File: src/rtl/moddiv_pkg.sv
package moddiv_pkg;
   typedef enum logic {
      MOD_LOW  = 1'b0,
      MOD_HIGH = 1'b1
   } modsel_e;

   function automatic int unsigned period_len(int unsigned lo, int unsigned cw, int unsigned ch);
      int unsigned half;
      half = 1 << (cw - 1);
      return (lo + 1) * (half + ch) + lo * (half - ch);
   endfunction
endpackage

File: src/rtl/moddiv_prescaler.sv
module moddiv_prescaler #(
   parameter int unsigned PRE_LO = 4
) (
   input  logic clk,
   input  logic rst_n,
   input  logic mc,
   output logic tc
);
   localparam int unsigned PRE_HI = PRE_LO + 1;
   localparam int unsigned PW     = $clog2(PRE_HI);

   generate
      if (PRE_LO < 2) begin : g_bad_lo
         $error("moddiv_prescaler: PRE_LO must be at least 2");
      end
   endgenerate

   logic [PW-1:0] ph;
   logic [PW-1:0] last;

   assign last = mc ? PW'(PRE_HI - 1) : PW'(PRE_LO - 1);
   assign tc   = (ph == last);

   always_ff @(posedge clk or negedge rst_n) begin
      if (!rst_n)  ph <= '0;
      else if (tc) ph <= '0;
      else         ph <= ph + 1'b1;
   end

   assert_phase_range_R2: assert property (@(posedge clk) disable iff (!rst_n)
      mc ? (ph < PW'(PRE_HI)) : (ph < PW'(PRE_LO)));

   assert_cycle_restart_R2: assert property (@(posedge clk) disable iff (!rst_n)
      tc |=> (ph == '0));
endmodule

File: src/rtl/moddiv_progcnt.sv
module moddiv_progcnt #(
   parameter int unsigned CNT_W = 6
) (
   input  logic             clk,
   input  logic             rst_n,
   input  logic             adv,
   output logic [CNT_W-1:0] cnt,
   output logic             wrap
);
   generate
      if (CNT_W < 2) begin : g_bad_w
         $error("moddiv_progcnt: CNT_W must be at least 2");
      end
   endgenerate

   assign wrap = adv && (cnt == {CNT_W{1'b1}});

   always_ff @(posedge clk or negedge rst_n) begin
      if (!rst_n)   cnt <= '0;
      else if (adv) cnt <= cnt + 1'b1;
   end

   assert_step_R3: assert property (@(posedge clk) disable iff (!rst_n)
      adv |=> (cnt == $past(cnt) + 1'b1));

   assert_hold_R3: assert property (@(posedge clk) disable iff (!rst_n)
      !adv |=> $stable(cnt));
endmodule

File: src/rtl/moddiv_modctl.sv
module moddiv_modctl #(
   parameter int unsigned CNT_W    = 6,
   parameter int unsigned CH_W     = 5,
   parameter bit          XNOR_CMP = 1'b1
) (
   input  logic             clk,
   input  logic             rst_n,
   input  logic [CNT_W-1:0] cnt,
   input  logic             wrap,
   input  logic [CH_W-1:0]  chan_in,
   output logic [CH_W-1:0]  chan_q,
   output logic             mc
);
   import moddiv_pkg::*;

   generate
      if (CH_W + 1 != CNT_W) begin : g_bad_ch
         $error("moddiv_modctl: CH_W must equal CNT_W-1");
      end
   endgenerate

   logic [CNT_W-1:0] target;
   logic             hit;
   logic             sw;

   assign target = {1'b1, chan_q};

   generate
      if (XNOR_CMP) begin : g_xnor
         logic [CNT_W-1:0] eq_bit;
         for (genvar i = 0; i < CNT_W; i++) begin : g_bit
            assign eq_bit[i] = ~(cnt[i] ^ target[i]);
         end
         assign hit = &eq_bit;
      end else begin : g_direct
         assign hit = (cnt == target);
      end
   endgenerate

   always_ff @(posedge clk or negedge rst_n) begin
      if (!rst_n) begin
         sw     <= 1'b0;
         chan_q <= '0;
      end else if (wrap) begin
         sw     <= 1'b0;
         chan_q <= chan_in;
      end else if (hit) begin
         sw     <= 1'b1;
      end
   end

   assign mc = sw ? MOD_LOW : MOD_HIGH;

   assert_switch_at_match_R4: assert property (@(posedge clk) disable iff (!rst_n)
      $fell(mc) |-> (cnt == {1'b1, chan_q}));

   assert_restore_at_wrap_R5: assert property (@(posedge clk) disable iff (!rst_n)
      $rose(mc) |-> (cnt == '0));

   assert_chan_held_R8: assert property (@(posedge clk) disable iff (!rst_n)
      !wrap |=> $stable(chan_q));
endmodule

File: src/rtl/moddiv_channel_divider.sv
module moddiv_channel_divider #(
   parameter int unsigned PRE_LO   = 4,
   parameter int unsigned CNT_W    = 6,
   parameter int unsigned CH_W     = CNT_W - 1,
   parameter bit          XNOR_CMP = 1'b1
) (
   input  logic            clk,
   input  logic            rst_n,
   input  logic [CH_W-1:0] chan,
   output logic            div_out,
   output logic            mc
);
   logic             pre_tc;
   logic             wrap;
   logic [CNT_W-1:0] cnt;
   logic [CH_W-1:0]  chan_q;

   moddiv_prescaler #(.PRE_LO(PRE_LO)) u_pre (
      .clk(clk), .rst_n(rst_n), .mc(mc), .tc(pre_tc)
   );

   moddiv_progcnt #(.CNT_W(CNT_W)) u_cnt (
      .clk(clk), .rst_n(rst_n), .adv(pre_tc), .cnt(cnt), .wrap(wrap)
   );

   moddiv_modctl #(.CNT_W(CNT_W), .CH_W(CH_W), .XNOR_CMP(XNOR_CMP)) u_ctl (
      .clk(clk), .rst_n(rst_n), .cnt(cnt), .wrap(wrap),
      .chan_in(chan), .chan_q(chan_q), .mc(mc)
   );

   always_ff @(posedge clk or negedge rst_n) begin
      if (!rst_n) div_out <= 1'b0;
      else        div_out <= wrap;
   end

   assert_pulse_at_zero_R7: assert property (@(posedge clk) disable iff (!rst_n)
      div_out |-> (cnt == '0));

   assert_pulse_width_R7: assert property (@(posedge clk) disable iff (!rst_n)
      div_out |=> !div_out);

   assert_mode_at_start_R5: assert property (@(posedge clk) disable iff (!rst_n)
      div_out |-> mc);
endmodule

File: config.mk
export PLATFORM = sky130hd
export DESIGN_NAME = moddiv_channel_divider
export DESIGN_NICKNAME = d
export VERILOG_FILES = /design/src/rtl/moddiv_pkg.sv /design/src/rtl/moddiv_prescaler.sv /design/src/rtl/moddiv_progcnt.sv /design/src/rtl/moddiv_modctl.sv /design/src/rtl/moddiv_channel_divider.sv
export SDC_FILE = /design/constraint.sdc
export NUM_CORES = 1
export LEC_CHECK = 0
export CAP_MARGIN = 25
export CORE_UTILIZATION = 51
export DETAILED_ROUTE_END_ITERATION = 6
export DONT_BUFFER_PORTS = 1
export GPL_TIMING_DRIVEN = 0
export PLACE_DENSITY = 0.65
export SYNTH_ARGS = -nofsm -noshare
export SYNTH_HDL_FRONTEND = slang
export SYNTH_SLANG_ARGS = --single-unit
File: constraint.sdc
create_clock -name clk -period 2.3 [get_ports clk]
set_input_delay 0.345 -clock clk [delete_from_list [all_inputs] [get_ports clk]]
set_output_delay 0.345 -clock clk [all_outputs]
set_load 0.02 [all_outputs]
# ---- After elaboration in Yosys (flattened, before gate mapping)
# Cells that the tools add are included.
dict set report classes {
  n_addsub 2
  n_mul 0
  div_mod_pow 0
  magnitude_cmp 0
  eq_ne 2
  shift 0
  muxes 5
  bitwise 10
  reduce_logical 3
}
# op count
set ops {}
lappend ops {{6-bit by 1-bit adder with 6-bit output (second input constant)} 1}
lappend ops {{6-bit == test (second input constant)} 1}
lappend ops {{3-bit two-way mux} 2}
lappend ops {{6-bit AND reduction} 1}
lappend ops {{1-bit inverter} 5}
lappend ops {{1-bit bitwise XOR} 5}
lappend ops {{3-bit by 1-bit adder with 3-bit output (second input constant)} 1}
lappend ops {{3-bit == test} 1}
lappend ops {{1-bit two-way mux} 3}
lappend ops {{2-bit nonzero test} 1}
lappend ops {{1-bit logical AND} 1}
dict set report totals {
  register_bits 16
  latchBits 0
  ram_bits 0
  rom_bits 0
  inputBits 7
  output_inout_bits 2
  word_cells 27
  n_memories 0
}

# ---- Logic depth before layout (Yosys ltp)
dict set report depth {
  depth_word 5
  ltp_mapped 4
  ltp_nobuf 4
}

# ---- Hierarchy
# From an unflattened synthesis, not the netlist that was laid out.
dict set report unflattened {
  hier_cells 60
  area_unflattened_um2 749.5
}
# module instances cells_per_inst area_per_inst_um2 seq_area_each_um2
set modules_own_cells {}
lappend modules_own_cells {moddiv_modctl 1 26 316.6 150.1}
lappend modules_own_cells {moddiv_progcnt 1 20 257.7 150.1}
lappend modules_own_cells {moddiv_prescaler 1 13 150.1 75.1}
lappend modules_own_cells {moddiv_channel_divider 1 1 25.0 25.0}

# ---- Least setup slack after synthesis
# Ideal clock, no wire load.
dict set report synth_path {
  kind {flip-flop to flip-flop}
  start {register u_pre.ph[0]}
  end {register u_ctl.chan_q[0]}
  setup_time_ps 125
  arrival_time_ps 1478
  required_time_ps 2175
  path_slack_ps 697
  stages_incl_launch_ff 5
  n_path_buf 0
  cell_sequence {dfrtp_1 -> or4b_4 -> nand2_4 -> nand3_4 -> mux2_4}
}
dict set report synth_via {
  elab_chain_len 2
}
# item line
set synth_rtl {}
lappend synth_rtl {{start, declared} moddiv_prescaler.sv:18} ;# logic [PW-1:0] ph;
lappend synth_rtl {{start signal, assigned} moddiv_prescaler.sv:27} ;# else ph <= ph + 1'b1;
lappend synth_rtl {{3-bit == test} moddiv_prescaler.sv:22} ;# assign tc = (ph == last);
lappend synth_rtl {{1-bit logical AND} moddiv_progcnt.sv:16} ;# assign wrap = adv && (cnt == {CNT_W{1'b1}});
lappend synth_rtl {{end signal, assigned} moddiv_modctl.sv:46} ;# chan_q <= chan_in;
lappend synth_rtl {{end, declared} moddiv_modctl.sv:11} ;# output logic [CH_W-1:0] chan_q,
# Every way passes these cells.
# A chain may end at the register's enable or synchronous reset.

# ---- Worst setup path in the final report
# Same ends and word-level chain as after synthesis.

==> metrics.log <==
INFO  metric cts_made_buffers = 3
INFO  metric total_neg_setup_slack = 0 ns
INFO  metric setup.reg_to_reg.worst_slack = about 0.61 ns
INFO  metric worst-slew-pin-transition = 0.678 ns
INFO  metric critical_path_start_end_classification = flip-flop to flip-flop
INFO  metric postCtsSetupRepairBufs = 0
INFO  metric initial_utilization = 0.554
INFO  metric rsz0062_at_grt = false
INFO  metric netlist_instances = 52
INFO  metric setup-violations-final = 0
INFO  metric die_h = 39.8 um
INFO  metric maxCapViolCount = 0
INFO  metric syn_avg_cell_area = 14.0 um^2
INFO  metric final_max_slew_viol_count = 0
INFO  metric finalWeightedCongestion = 0.851
INFO  metric synth_compound_gate_area_share = 0.00686
INFO  metric antennaDiodeCount = 0
INFO  metric antenna_found_initial = 0
INFO  metric tritoncts_num_sinks = 16
INFO  metric synth.ff_latch_count = 16
INFO  metric cts_resized = 0
INFO  metric clock-skew-final = 0.00468 ns
INFO  metric vias_in_the_first_global_route = just under 400
INFO  metric hold_violations = 0
INFO  metric p_seq_frac = 0.654
INFO  metric ant_nets = 0
INFO  metric global_route.usage.total = 0.176
INFO  metric kind_of_cell_adding_the_most_delay_to_the_critical_path = simple AND/OR/NAND/NOR gates
INFO  metric critPathBufInv = 0
INFO  metric clk_pin_slew_worst_paths = 0.08 ns
INFO  metric post-route-worst-setup-slack = 0.610 ns
INFO  metric internal_power = 0.355 mW
INFO  metric period_needed = 1.69 ns
INFO  metric slowest_delay = 0.54 ns
INFO  metric fraction_of_synthesized_area_in_multiplexers = 0.118
INFO  metric final.fill_count = 109
INFO  metric cp-startpoint = u_pre.ph[0]
INFO  metric floorplan.io_pins = 9
INFO  metric synth_seq_area_share = 0.549
INFO  metric placement_rows = 13
INFO  metric dp.final_hpwl = 789 um
INFO  metric detail_route.drc_violations = 0
INFO  metric synthAdderAreaFrac = 0.0343
INFO  metric final.period_utilization = 0.735
INFO  metric outcome = completed
INFO  metric crit_path_end_kind = flip-flop
INFO  metric p_switching = 0.0869 mW
INFO  metric cts-root-buf = clkbuf_4
INFO  metric synthTopCellsByArea = dfrtp_1 55%, mux2_4 10%, xnor2_1 7.2%, xor2_1 6.0%, ha_1 3.4%
INFO  metric drt_first_iter_violations = 0
INFO  metric full_die_area = 0.00159 mm^2
INFO  metric synth_xor_area_frac = 0.132
INFO  metric number_of_port_buffers = 0
INFO  metric synth_top_cell_by_area = dfrtp_1
INFO  metric leak = 0.358 nW
INFO  metric design_power_total = 0.442 mW
INFO  metric nets = 67
INFO  metric drtPass1Iterations = 1
INFO  metric cts-root-to-sink-buffers = 2
INFO  metric clock_latency_on_the_worst_skew_pair = between 0.2 and 0.3 ns
INFO  metric r2r.worst_path.cells = 4
INFO  metric synth-warning-count = 0
INFO  metric endpoint = u_ctl.chan_q[0]
INFO  metric timing.critical_path.arrival = 1.85 ns
INFO  metric post_synth_cell_types = 20
INFO  metric nets_in_the_synthesized_netlist = 61
INFO  metric dp_slack = 0.622 ns
INFO  metric htree_levels = 1
INFO  metric path_cells = or4b_4 -> nand2_4 -> nand3_4 -> mux2_4
INFO  metric syn-cell-area = 729 um^2
INFO  metric worstSetupPathDepth = 4
INFO  metric max_clock_freq = 592 MHz
INFO  metric via_count = 398
INFO  metric first_pass_grt_wire_length = 1700 um
INFO  metric power_density = 566 mW/mm^2
INFO  metric die_w = 39.8 um
INFO  metric critPathMaxFanout = 10
INFO  metric r2r_end = u_ctl.chan_q[0]
INFO  metric hold_class = input port to flip-flop
INFO  metric flow.area_growth_from_synthesis = 7.03%
INFO  metric comb_power_share = 0.037
INFO  metric gr-total-overflow = 0
INFO  metric rr_startpoint = u_pre.ph[0]
INFO  metric vias_per_cell = between 5 and 6
INFO  metric detail_route.wirelength = 1020 um
INFO  metric ir_worst_vdd = 0.322 mV
INFO  metric maxSlewHeadroom = 0.546
INFO  metric share_of_total_power_in_the_clock_network = 0.310
INFO  metric synth_top_area_frac = 0.549
INFO  metric combinational_family_with_the_most_area_after_synthesis = simple AND/OR/NAND/NOR gates
INFO  metric crit_required = approximately 2.5 ns
INFO  metric placeableCoreArea = 0.00132 mm^2
INFO  metric drive_gt1_frac = 0.232
INFO  metric slowest_stage = or4b_4
INFO  metric power.share.switching = 0.197
INFO  metric routed_len_inst = 14.4 um
INFO  metric timing.critical_path.from_type = flip-flop
INFO  metric yosys.area_share.simple = 0.154
INFO  metric tritoncts = yes
INFO  metric maximum_number_of_pins_on_one_net_before_global_route_repair = 17
==> power groups by stage <==
stage / Clock [mW] / Sequential, mW / Combinational, mW
CTS: 0.143 / 0.289 / 0.0169
floorplan: 0 / 0.294 / 0.00950
detailed placement: 0 / 0.295 / 0.0101
finish: 0.137 / 0.289 / 0.0162
global placement: 0 / 0.294 / 0.00999
global route: 0.159 / 0.289 / 0.0185
==> kinds of logic after synthesis <==
kind of cell	after synthesis
flops	16
mux	6
buf+inv	1
xor+xnor	11
simple gates	15
compound gates	1
fa+ha+maj	2
==> cell type report <==
type,instances,area (um^2),area share
tap,15,18.8,0.0240
inverter,1,3.75,0.00481
timing repair buffer,1,10.0,0.0128
clock buffer,3,22.5,0.0288
sequential,16,400,0.513
multi-input combinational,35,325,0.417
==> cells in the mapped netlist <==
cell	instances
dfrtp_1	16
xnor2_1	6
mux2_4	5
xor2_1	5
ha_1	2
nand2_1	2
nand4_1	2
nor2_1	2
a21oi_1	1
and3_1	1
and3_2	1
and4_1	1
inv_1	1
mux2_2	1
nand2_4	1
nand3_1	1
nand3_4	1
nand4b_1	1
nor4_1	1
or4b_4	1
==> worst min-delay path by stage <==
stage / start / end / slack (ns) / depth (start not counted)
2_1_floorplan: rst_n / div_out / 0.05 / 0
3_3_place_gp: rst_n / u_pre.ph[0] / 0.05 / 0
3_5_place_dp: rst_n / u_pre.ph[1] / 0.05 / 0
4_1_cts: chan[3] / u_ctl.chan_q[3] / 0.20 / 1
5_1_grt: chan[3] / u_ctl.chan_q[3] / 0.18 / 1
6_report: chan[3] / u_ctl.chan_q[3] / 0.21 / 1
==> state kept, by name (all words and copies together) (netlist names) <==
| register | count |
|---|---|
| u_ctl.sw | 1 |
| u_ctl.chan_q | 5 |
| div_out | 1 |
| u_pre.ph | 3 |
| u_cnt.cnt | 6 |
==> routing by layer <==
layer	track usage	wire, um
met2	0.270	514
met3	0.0682	36
met1	0.204	473
met4	0.103	0
met5	0	0
==> layout by cell type, fill, tap and decap left out <==
master / count
and4_1: 1
inv_1: 1
xnor2_1: 6
nand3_1: 1
nand4_1: 2
mux2_2: 1
nor4_1: 1
and3_2: 1
a21oi_1: 1
and3_1: 1
dlygate4sd3_1: 1
clkbuf_4: 3
nand3_4: 1
nand4b_1: 1
or4b_4: 1
dfrtp_1: 16
nor2_1: 2
nand2_4: 1
ha_1: 2
mux2_4: 5
nand2_1: 2
xor2_1: 5
==> metrics by stage <==
stage / area [um^2] / utilization / hold slack, ns / cells
after floorplan: 729 / - / 0.0494 / 52
after global placement: 748 / 0.568 / 0.0498 / 67
after detailed placement: 748 / 0.568 / 0.0499 / 67
after CTS: 781 / 0.593 / 0.201 / 71
after global routing: 781 / 0.593 / 0.185 / 71
final: 781 / 0.593 / 0.214 / 71
==> timing repair <==
item / CTS / global route
endpoints found under the setup margin: 0 / 0
hold buffers: 1 / 0
hold endpoints to repair: 16 / 0
No activity file was read; power rests on OpenSTA's default activity.
